--- src/rtl/sar_pkg.sv ---
package sar_pkg;
  localparam int DW   = 10;
  localparam int CH_W = 3;

  // Field order is the write-data bit order (sel_a at bit 0)
  typedef struct packed {
    logic            int_mode;
    logic            pwr_dn;
    logic            half;
    logic            dbl;
    logic [CH_W-1:0] sel_b;
    logic [CH_W-1:0] sel_a;
  } ctrl_t;

  typedef enum logic [1:0] {
    PH_IDLE = 2'd0,
    PH_ACQ  = 2'd1,
    PH_CONV = 2'd2
  } phase_e;
endpackage

--- src/rtl/sar_strobe_sync.sv ---
module sar_strobe_sync #(
  parameter int STAGES = 2
) (
  input  logic clk_i,
  input  logic rst_ni,
  input  logic strobe_i,
  output logic rise_o,
  output logic fall_o
);
  logic [STAGES:0] sh_q;

  always_ff @(posedge clk_i or negedge rst_ni) begin
    if (!rst_ni) sh_q <= '0;
    else         sh_q <= {sh_q[STAGES-1:0], strobe_i};
  end

  assign rise_o = sh_q[STAGES-1] & ~sh_q[STAGES];
  assign fall_o = ~sh_q[STAGES-1] & sh_q[STAGES];
endmodule

--- src/rtl/sar_ctrl_reg.sv ---
module sar_ctrl_reg
  import sar_pkg::*;
(
  input  logic          clk_i,
  input  logic          rst_ni,
  input  logic          load_i,
  input  logic [DW-1:0] data_i,
  output ctrl_t         ctrl_o
);
  always_ff @(posedge clk_i or negedge rst_ni) begin
    if (!rst_ni)     ctrl_o <= '0;
    else if (load_i) ctrl_o <= ctrl_t'(data_i);
  end
endmodule

--- src/rtl/sar_engine.sv ---
module sar_engine
  import sar_pkg::*;
#(
  parameter int ACQ_CYC    = 4,
  parameter int SETTLE_CYC = 2,
  parameter int MSB_CYC    = 2
) (
  input  logic            clk_i,
  input  logic            rst_ni,
  input  logic            start_i,
  input  logic            abort_i,
  input  ctrl_t           ctrl_i,
  input  logic            cmp_i,
  output logic            active_o,
  output logic            acq_o,
  output logic            hold_o,
  output logic            pass_o,
  output logic            wr1_o,
  output logic            wr2_o,
  output logic            done_o,
  output logic [CH_W-1:0] chan_o,
  output logic [DW-1:0]   dac_code_o,
  output logic [DW-1:0]   result_o
);
  localparam int FIRST_DEC = SETTLE_CYC + MSB_CYC - 1;
  localparam int LAST_DEC  = FIRST_DEC + DW - 1;
  localparam int XFER      = LAST_DEC + 1;
  localparam int CNT_MAX   = (XFER > ACQ_CYC) ? XFER : ACQ_CYC;
  localparam int CNT_W     = $clog2(CNT_MAX + 1);
  localparam int BI_W      = $clog2(DW);

  phase_e          phase_q;
  logic [CNT_W-1:0] cnt_q;
  logic             pass_q;
  logic [DW-1:0]    sar_q;
  logic [BI_W-1:0]  bidx_q;
  logic             dec, xfer, trial_on;

  assign dec      = (phase_q == PH_CONV) && (cnt_q >= CNT_W'(FIRST_DEC)) && (cnt_q <= CNT_W'(LAST_DEC));
  assign xfer     = (phase_q == PH_CONV) && (cnt_q == CNT_W'(XFER));
  assign trial_on = (phase_q == PH_CONV) && (cnt_q <= CNT_W'(LAST_DEC));

  always_ff @(posedge clk_i or negedge rst_ni) begin
    if (!rst_ni) begin
      phase_q <= PH_IDLE;
      cnt_q   <= '0;
      pass_q  <= 1'b0;
      sar_q   <= '0;
      bidx_q  <= BI_W'(DW-1);
    end else if (abort_i) begin
      phase_q <= PH_IDLE;
      cnt_q   <= '0;
      pass_q  <= 1'b0;
    end else if (start_i) begin
      phase_q <= PH_ACQ;
      cnt_q   <= '0;
      pass_q  <= 1'b0;
    end else begin
      case (phase_q)
        PH_ACQ: begin
          if (cnt_q == CNT_W'(ACQ_CYC-1)) begin
            phase_q <= PH_CONV;
            cnt_q   <= '0;
            sar_q   <= '0;
            bidx_q  <= BI_W'(DW-1);
          end else begin
            cnt_q <= cnt_q + 1'b1;
          end
        end
        PH_CONV: begin
          if (dec) begin
            sar_q[bidx_q] <= cmp_i;
            if (bidx_q != '0) bidx_q <= bidx_q - 1'b1;
          end
          if (xfer) begin
            cnt_q <= '0;
            if (ctrl_i.dbl && !pass_q) begin
              pass_q <= 1'b1;
              sar_q  <= '0;
              bidx_q <= BI_W'(DW-1);
            end else begin
              phase_q <= PH_IDLE;
              pass_q  <= 1'b0;
            end
          end else begin
            cnt_q <= cnt_q + 1'b1;
          end
        end
        default: ;
      endcase
    end
  end

  assign active_o   = (phase_q != PH_IDLE);
  assign acq_o      = (phase_q == PH_ACQ);
  assign hold_o     = (phase_q == PH_CONV);
  assign pass_o     = pass_q;
  assign wr1_o      = xfer && !pass_q;
  assign wr2_o      = xfer && pass_q;
  assign done_o     = xfer && (pass_q || !ctrl_i.dbl);
  assign chan_o     = pass_q ? ctrl_i.sel_b : ctrl_i.sel_a;
  assign dac_code_o = sar_q | (trial_on ? (DW'(1) << bidx_q) : '0);
  assign result_o   = {~sar_q[DW-1], sar_q[DW-2:0]};
endmodule

--- src/rtl/sar_results.sv ---
module sar_results
  import sar_pkg::*;
(
  input  logic          clk_i,
  input  logic          rst_ni,
  input  logic          wr1_i,
  input  logic          wr2_i,
  input  logic [DW-1:0] result_i,
  input  logic          dbl_i,
  input  logic          wr_end_i,
  input  logic          rd_end_i,
  output logic [DW-1:0] res1_o,
  output logic [DW-1:0] res2_o,
  output logic [DW-1:0] data_o
);
  logic rptr_q;

  always_ff @(posedge clk_i or negedge rst_ni) begin
    if (!rst_ni) begin
      res1_o <= '0;
      res2_o <= '0;
      rptr_q <= 1'b0;
    end else begin
      if (wr1_i) res1_o <= result_i;
      if (wr2_i) res2_o <= result_i;
      if (wr_end_i)      rptr_q <= 1'b0;
      else if (rd_end_i) rptr_q <= dbl_i ? ~rptr_q : 1'b0;
    end
  end

  assign data_o = rptr_q ? res2_o : res1_o;
endmodule

--- src/rtl/sar_flag.sv ---
module sar_flag (
  input  logic clk_i,
  input  logic rst_ni,
  input  logic int_mode_i,
  input  logic active_i,
  input  logic done_i,
  input  logic wr_start_i,
  input  logic rd_start_i,
  output logic flag_no
);
  logic pend_q;

  always_ff @(posedge clk_i or negedge rst_ni) begin
    if (!rst_ni)                      pend_q <= 1'b0;
    else if (wr_start_i || rd_start_i) pend_q <= 1'b0;
    else if (done_i)                   pend_q <= 1'b1;
  end

  assign flag_no = int_mode_i ? ~pend_q : ~active_i;
endmodule

--- src/rtl/sar_seq_top.sv ---
module sar_seq_top
  import sar_pkg::*;
#(
  parameter int SYNC_STAGES = 2,
  parameter int ACQ_CYC     = 4,
  parameter int SETTLE_CYC  = 2,
  parameter int MSB_CYC     = 2
) (
  input  logic            clk_i,
  input  logic            rst_ni,
  input  logic            cs_ni,
  input  logic            wr_ni,
  input  logic            rd_ni,
  input  logic [DW-1:0]   data_i,
  input  logic            cmp_i,
  output logic [DW-1:0]   data_o,
  output logic            busy_int_no,
  output logic [DW-1:0]   dac_code_o,
  output logic            hold_o,
  output logic [CH_W-1:0] chan_o,
  output logic            half_scale_o,
  output logic            power_down_o
);
  logic    wr_start, wr_end, rd_start, rd_end, start;
  ctrl_t   ctrl, wdat;
  logic    eng_active, eng_acq, eng_pass, eng_wr1, eng_wr2, eng_done;
  logic [DW-1:0] eng_result, res1, res2;

  sar_strobe_sync #(.STAGES(SYNC_STAGES)) u_wr_sync (
    .clk_i(clk_i), .rst_ni(rst_ni), .strobe_i(~cs_ni & ~wr_ni),
    .rise_o(wr_start), .fall_o(wr_end)
  );

  sar_strobe_sync #(.STAGES(SYNC_STAGES)) u_rd_sync (
    .clk_i(clk_i), .rst_ni(rst_ni), .strobe_i(~cs_ni & ~rd_ni),
    .rise_o(rd_start), .fall_o(rd_end)
  );

  sar_ctrl_reg u_ctrl (
    .clk_i(clk_i), .rst_ni(rst_ni), .load_i(wr_end), .data_i(data_i), .ctrl_o(ctrl)
  );

  assign wdat  = ctrl_t'(data_i);
  assign start = wr_end & ~wdat.pwr_dn;

  sar_engine #(.ACQ_CYC(ACQ_CYC), .SETTLE_CYC(SETTLE_CYC), .MSB_CYC(MSB_CYC)) u_eng (
    .clk_i(clk_i), .rst_ni(rst_ni), .start_i(start), .abort_i(wr_start),
    .ctrl_i(ctrl), .cmp_i(cmp_i),
    .active_o(eng_active), .acq_o(eng_acq), .hold_o(hold_o), .pass_o(eng_pass),
    .wr1_o(eng_wr1), .wr2_o(eng_wr2), .done_o(eng_done),
    .chan_o(chan_o), .dac_code_o(dac_code_o), .result_o(eng_result)
  );

  sar_results u_res (
    .clk_i(clk_i), .rst_ni(rst_ni), .wr1_i(eng_wr1), .wr2_i(eng_wr2),
    .result_i(eng_result), .dbl_i(ctrl.dbl), .wr_end_i(wr_end), .rd_end_i(rd_end),
    .res1_o(res1), .res2_o(res2), .data_o(data_o)
  );

  sar_flag u_flag (
    .clk_i(clk_i), .rst_ni(rst_ni), .int_mode_i(ctrl.int_mode), .active_i(eng_active),
    .done_i(eng_done), .wr_start_i(wr_start), .rd_start_i(rd_start), .flag_no(busy_int_no)
  );

  assign half_scale_o = ctrl.half;
  assign power_down_o = ctrl.pwr_dn;
endmodule

--- config.mk ---
export PLATFORM = sky130hd
export DESIGN_NAME = sar_seq_top
export DESIGN_NICKNAME = d
export VERILOG_FILES = /design/src/rtl/sar_pkg.sv /design/src/rtl/sar_strobe_sync.sv /design/src/rtl/sar_ctrl_reg.sv /design/src/rtl/sar_engine.sv /design/src/rtl/sar_results.sv /design/src/rtl/sar_flag.sv /design/src/rtl/sar_seq_top.sv
export SDC_FILE = /design/constraint.sdc
export NUM_CORES = 1
export LEC_CHECK = 0
export BUFFER_PORTS_ARGS = -buffer_cell sky130_fd_sc_hd__buf_2
export CAP_MARGIN = 20
export CORE_UTILIZATION = 55
export DETAILED_ROUTE_END_ITERATION = 10
export PLACE_DENSITY = 0.78
export SYNTH_ARGS = -nofsm -noshare
export SYNTH_HDL_FRONTEND = slang
export SYNTH_SLANG_ARGS = --single-unit
--- constraint.sdc ---
create_clock -name clk_i -period 4.4 [get_ports clk_i]
set_clock_uncertainty 0.1 [all_clocks]
set_input_delay 0.66 -clock clk_i [delete_from_list [all_inputs] [get_ports clk_i]]
set_output_delay 0.66 -clock clk_i [all_outputs]
set_load 0.02 [all_outputs]
# [After elaboration in Yosys (flattened, before gate mapping)]
# Index checks and enable logic that the tools add are counted.
[word_totals] word_cells=117 inputBits=16 output_inout_bits=27 register_bits=59
[op_classes] eq_ne=8 bitwise_logic=22 muxes=39 order_cmp=4 shifts=1 add_sub_neg=2 n_reduce_logical=24
[ops] operator="two-way mux 10 bit" count=6
[ops] operator="two-way mux 4 bit" count=9
[ops] operator="one-hot mux 10 bit (2 select lines)" count=1
[ops] operator="one-hot mux 4 bit (2 select lines)" count=2
[ops] operator="inverter 1 bit" count=14
[ops] operator="two-way mux 1 bit" count=12
[ops] operator="bitwise mux 10 bit" count=1
[ops] operator="two-way mux 2 bit" count=5
[ops] operator="OR 10 bit" count=1
[ops] operator="<< shifter 1 x 4 -> 10 bit, first input constant" count=1
[ops] operator="logical AND 1 bit" count=9
[ops] operator="AND reduction 4 bit" count=2
[ops] operator="nonzero test 2 bit" count=4
[ops] operator="nonzero test 4 bit" count=2
[ops] operator="bitwise AND 1 bit" count=7
[ops] operator="nonzero test 3 bit" count=2
[ops] operator="less-than comparator 4 x 5 -> 1 bit, second input constant" count=1
[ops] operator="adder 4 x 1 -> 4 bit, second input constant" count=1
[ops] operator="demux 1 bit (select 4 bit)" count=1
[ops] operator="== test 4 x 2 -> 1 bit, second input constant" count=1
[ops] operator="== test 4 bit, second input constant" count=1
[ops] operator=">= comparator 4 x 1 -> 1 bit, second input constant" count=1
[ops] operator=">= comparator 4 x 2 -> 1 bit, second input constant" count=1
[ops] operator="<= comparator 4 bit, second input constant" count=1
[ops] operator="12 further kinds" count=14

# [Logic depth before layout (Yosys ltp)]
[logic_depth] ltp_word=9 ltp_mapped=9 ltp_nobuf=6

# [Hierarchy]
# Synthesis repeated with hierarchy kept, for this count alone.
[unflattened] hier_cells=273 area_unflattened_um2=3191.8
[by_module_without_submodules] mod="sar_engine" area_per_inst_um2=1612.8 cells_per_inst=178 instances=1 seq_area_each_um2=528.0
[by_module_without_submodules] mod="sar_results" area_per_inst_um2=917.1 cells_per_inst=57 instances=1 seq_area_each_um2=525.5
[by_module_without_submodules] mod="sar_ctrl_reg" area_per_inst_um2=411.6 cells_per_inst=21 instances=1 seq_area_each_um2=250.2
[by_module_without_submodules] mod="sar_strobe_sync" area_per_inst_um2=90.1 cells_per_inst=5 instances=2 seq_area_each_um2=75.1
[by_module_without_submodules] mod="sar_flag" area_per_inst_um2=48.8 cells_per_inst=4 instances=1 seq_area_each_um2=25.0
[by_module_without_submodules] mod="sar_seq_top" area_per_inst_um2=21.3 cells_per_inst=3 instances=1 seq_area_each_um2=0.0

# [Least setup slack after synthesis]
# Ideal clock, no wire load.
[synth_timing] kind="register to output" startpoint="register u_eng.phase_q[0]" endpoint="output dac_code_o[5]" path_buffers=3 required_time_ns=3.640 path_slack_ns=2.206 arrival_time_ns=1.434 path_stages_with_launch=8 cell_sequence="dfrtp_1 > buf_2 > nand2b_4 > buf_6 > inv_2 > buf_4 > nand2_1 > o21bai_1"
[synth_between] elab_chain_cells=4
[synth_rtl] item="start, declared" line_no="sar_engine.sv:32" source="phase_e phase_q;"
[synth_rtl] item="start signal, assigned" line_no="sar_engine.sv:45" source="phase_q <= PH_IDLE;"
[synth_rtl] item="start signal, assigned" line_no="sar_engine.sv:51" source="phase_q <= PH_IDLE;"
[synth_rtl] item="start signal, assigned" line_no="sar_engine.sv:55" source="phase_q <= PH_ACQ;"
[synth_rtl] item="== test 2 bit"
[synth_rtl] item="named net hold_o" line_no="sar_seq_top.sv:19" source="output logic hold_o,"
[synth_rtl] item="logical AND 1 bit" line_no="sar_engine.sv:41" source="assign trial_on = (phase_q == PH_CONV) && (cnt_q <= CNT_W'(LAST_DEC));"
[synth_rtl] item="two-way mux 10 bit" line_no="sar_engine.sv:102" source="assign dac_code_o = sar_q | (trial_on ? (DW'(1) << bidx_q) : '0);"
[synth_rtl] item="OR 10 bit" line_no="sar_engine.sv:102"
[synth_rtl] item="end, declared" line_no="sar_seq_top.sv:18" source="output logic [DW-1:0] dac_code_o,"
# The timed path passes the listed nets, and every way through them passes these cells.

# [Worst setup path after layout]
[layout_timing] startpoint="register u_eng.cnt_q[0]" endpoint="output dac_code_o[3]"
[layout_between] elab_chain_cells=4
[layout_rtl] item="start, declared" line_no="sar_engine.sv:33" source="logic [CNT_W-1:0] cnt_q;"
[layout_rtl] item="start signal, assigned" line_no="sar_engine.sv:67" source="cnt_q <= cnt_q + 1'b1;"
[layout_rtl] item="start signal, assigned" line_no="sar_engine.sv:86" source="cnt_q <= cnt_q + 1'b1;"
[layout_rtl] item="<= comparator 4 bit" line_no="sar_engine.sv:41"
[layout_rtl] item="logical AND 1 bit" line_no="sar_engine.sv:41"
[layout_rtl] item="two-way mux 10 bit" line_no="sar_engine.sv:102"
[layout_rtl] item="OR 10 bit" line_no="sar_engine.sv:102"
# Every way passes these cells.

==> flow_metrics.py <==
metrics = {
    "min_path": {
        "worst_hold_path_type": "reg -> reg",
        "hp-start": "u_wr_sync.sh_q[0]$_DFF_PN0_",
        "hold_end": "u_wr_sync.sh_q[1]$_DFF_PN0_",
        "min_path_cells": 0,
    },
    "clock_tree": {
        "htree_levels": 3,
        "cts_tree": "done",
        "ctsResizeCount": 0,
        "cts_sinks": 59,
        "cts_root_buf": "clkbuf_8",
        "cts_buffers": 9,
        "insertion_delay_ps": 330,
        "path_clk_slew_ps": 60,
        "clock_path_buffers": 2,
        "postCtsHoldBufs": 0,
        "cts_setup_buffers": 0,
    },
    "placed_design": {
        "port_buffers": 42,
        "dp_slack_ps": 2070,
        "dp.cells": 396,
        "finalWeightedCongestion": 0.954,
        "dp_hpwl_um": 4480,
    },
    "global_route": {
        "grt_pass1_vias": 2446,
        "grt_max_degree": 60,
        "antenna_found_initial": 0,
        "grt.total_usage_pct": 24.0,
        "grt_overflow_total": 0,
        "grt_pass1_wl_um": 11100,
    },
    "route": {
        "drc": 0,
        "first_pass_iters": 4,
        "drt_iter0_drc": 172,
        "vias": 2459,
        "viasPerCell": 5.98,
        "wl_per_cell_um": 16.0,
        "antenna_left": 0,
        "routed_wl_um": 6580,
    },
    "die": {
        "pin_count": 43,
        "die_x_um": 76.7,
        "initial_core_util_pct": 58.6,
        "rows": 26,
        "die-height_um": 76.7,
        "core_um2": 5240,
        "dieArea_um2": 5890,
    },
    "timing": {
        "tightest_slew_ps": 869,
        "finalSetupTns_ps": 0,
        "fin_crit_sh_pct": 61.6,
        "setup_viol": 0,
        "period_needed_ps": 2710,
        "timing.final.ws_setup_ps": 1690,
        "maxClockFrequency_mhz": 369,
        "drv_slew": 0,
        "relSlewSlack_pct": 41.9,
        "rsz0062_at_grt": "no",
        "finalHoldViolations": 0,
    },
    "pwr": {
        "p_seq_share_pct": 47.6,
        "switching_power_uw": 424,
        "clkPwrFrac_pct": 31.5,
        "ir_worst_vdd_uv": 268,
        "p_int_uw": 905,
        "p_sw_share_pct": 31.9,
        "comb_power_share_pct": 20.9,
        "p_per_area_nw_per_um2": 383,
        "leakagePower_uw": 0.00172,
    },
    "worst_setup_path": {
        "end_kind": "output port",
        "cp_max_fo": 7,
        "required_ps": 3640,
        "start_kind": "register",
        "critPathKind": "reg -> out",
        "r2r_cells": 5,
        "r2r_end": "u_eng.sar_q[6]$_DFFE_PN0P_",
        "reg2reg_from": "u_eng.cnt_q[0]$_DFFE_PN0N_",
        "rrSetupSlack_ps": 2120,
        "arrival_ps": 1950,
    },
    "layout": {
        "multi_input_area_um2": 1470,
        "drive_above_1_share_pct": 28.4,
        "register_area_um2": 1480,
        "nNetsFinal": 362,
        "n_antenna_cell": 0,
        "area_delta_synth_final_pct": 12.9,
        "fillCellCount": 413,
        "final_util_pct": 66.2,
        "fin_cells": 411,
    },
    "synth": {
        "avgSynthCellArea_um2": 10.4,
        "syn-num-nets": 321,
        "synth_edf_count": 0,
        "synthFlopType": "dfrtp_1",
        "synth_top_cell_area_share_pct": 46.5,
        "yosys-top-cells-area": "dfrtp_1 46%, mux2_2 11%, nand2_1 5.1%",
        "synthTopCellsByCount": "57 x dfrtp_1, 42 x nand2_1, 30 x mux2_2",
        "syn_area_um2": 3070,
        "async_flop_share_pct": 100,
        "yosys_warnings": 0,
        "ys_seq_area_share_pct": 48.2,
        "synth.distinct_cells": 56,
        "yosysMostFrequentCell": "dfrtp_1",
        "yosys.area.top_type": "dfrtp_1",
        "ys_ff_latch": 59,
        "syn-instance-count": 296,
    },
    "run": {
        "cap_viol_max_count": 0,
    },
    "outcome": {
        "status": "complete, no violations",
    },
}
worst max path at each step:
stage	start	endpoint	depth (start not counted)	slack, ps
5_1_grt	u_eng.cnt_q[0]$_DFFE_PN0N_	dac_code_o[3]	6	1550
3_3_place_gp	u_eng.cnt_q[0]$_DFFE_PN0N_	dac_code_o[3]	6	2110
3_5_place_dp	u_eng.cnt_q[0]$_DFFE_PN0N_	dac_code_o[3]	6	2070
4_1_cts	u_eng.cnt_q[0]$_DFFE_PN0N_	dac_code_o[3]	6	1710
2_1_floorplan	u_eng.phase_q[0]$_DFFE_PN0P_	dac_code_o[5]	7	2210
6_report	u_eng.cnt_q[0]$_DFFE_PN0N_	dac_code_o[3]	6	1690
cells by family (layout without fill, tap and decap cells):
| family | count (synthesis) | count (layout) | synth area share (%) |
|---|---|---|---|
| and+or+nand+nor | 94 | 94 | 15.9 |
| AOI/OAI and AO/OA | 75 | 75 | 16.5 |
| DFF | 59 | 59 | 48.2 |
| muxes | 31 | 31 | 11.3 |
| buffers and inverters | 27 | 72 | 4.12 |
| adders and majority gates | 9 | 9 | 3.67 |
| xor gates and xnor gates | 1 | 1 | 0.285 |
metal layers:
metal  global-route usage, %  vias to the layer above  wire, µm
met1                    30.5                     1218      2990
met3                    4.40                       14       294
met2                    39.4                       73      3160
li1                        -                     1154         -
met5                       0                        -         0
met4                    11.5                        0       121
through the flow:
stage	area [µm²]	power (µW)	hold WS, ps
3_3_place_gp	3310	908	231
4_1_cts	3470	1330	260
3_5_place_dp	3310	917	245
2_1_floorplan	3070	841	231
5_1_grt	3470	1400	264
6_report	3470	1330	260
critical path, cell delays in order, from the launching register on:
cell and delay, ps:
dfrtp_1 430, inv_1 60, ha_1 200, nand3b_1 280, and2_1 270, a21o_1 200, buf_2 150
cell usage in the layout (no fill, tap or decap), drive strengths merged, types with 4 or more instances in the layout:
cell,n
clkbuf,13
a21oi,20
o21ai,15
a41oi,8
buf,44
dfrtp,57
inv,13
nand3,4
nand2,42
nand2b,4
ha,9
mux2,30
a21o,5
nor2b,5
nor2,14
o21bai,5
state kept, by name, summed over array words and instances (netlist names):
register and cells:
u_ctrl.ctrl_o 10, u_eng.bidx_q 4, u_eng.cnt_q 4, u_eng.pass_o 1
u_eng.phase_q 2, u_eng.sar_q 10, u_flag.pend_q 1, u_rd_sync.sh_q 3
u_res.res1_o 10, u_res.res2_o 10, u_res.rptr_q 1, u_wr_sync.sh_q 3
power groups by stage:
stage / clock [µW] / sequential, µW / combinational [µW]
3_5_place_dp: 0 / 641 / 276
6_report: 418 / 633 / 278
3_3_place_gp: 0 / 638 / 270
2_1_floorplan: 0 / 618 / 223
4_1_cts: 423 / 632 / 278
5_1_grt: 446 / 641 / 311
cell type report:
| class | count | share of cell area (%) |
|---|---|---|
| clock buffer | 13 | 4.29 |
| tap | 70 | 2.53 |
| clock inverter | 2 | 0.361 |
| inverter | 13 | 1.41 |
| sequential | 59 | 42.7 |
| timing repair buffer | 44 | 6.50 |
| multi-input combinational | 210 | 42.3 |
No activity file was read; power rests on OpenSTA's default activity.
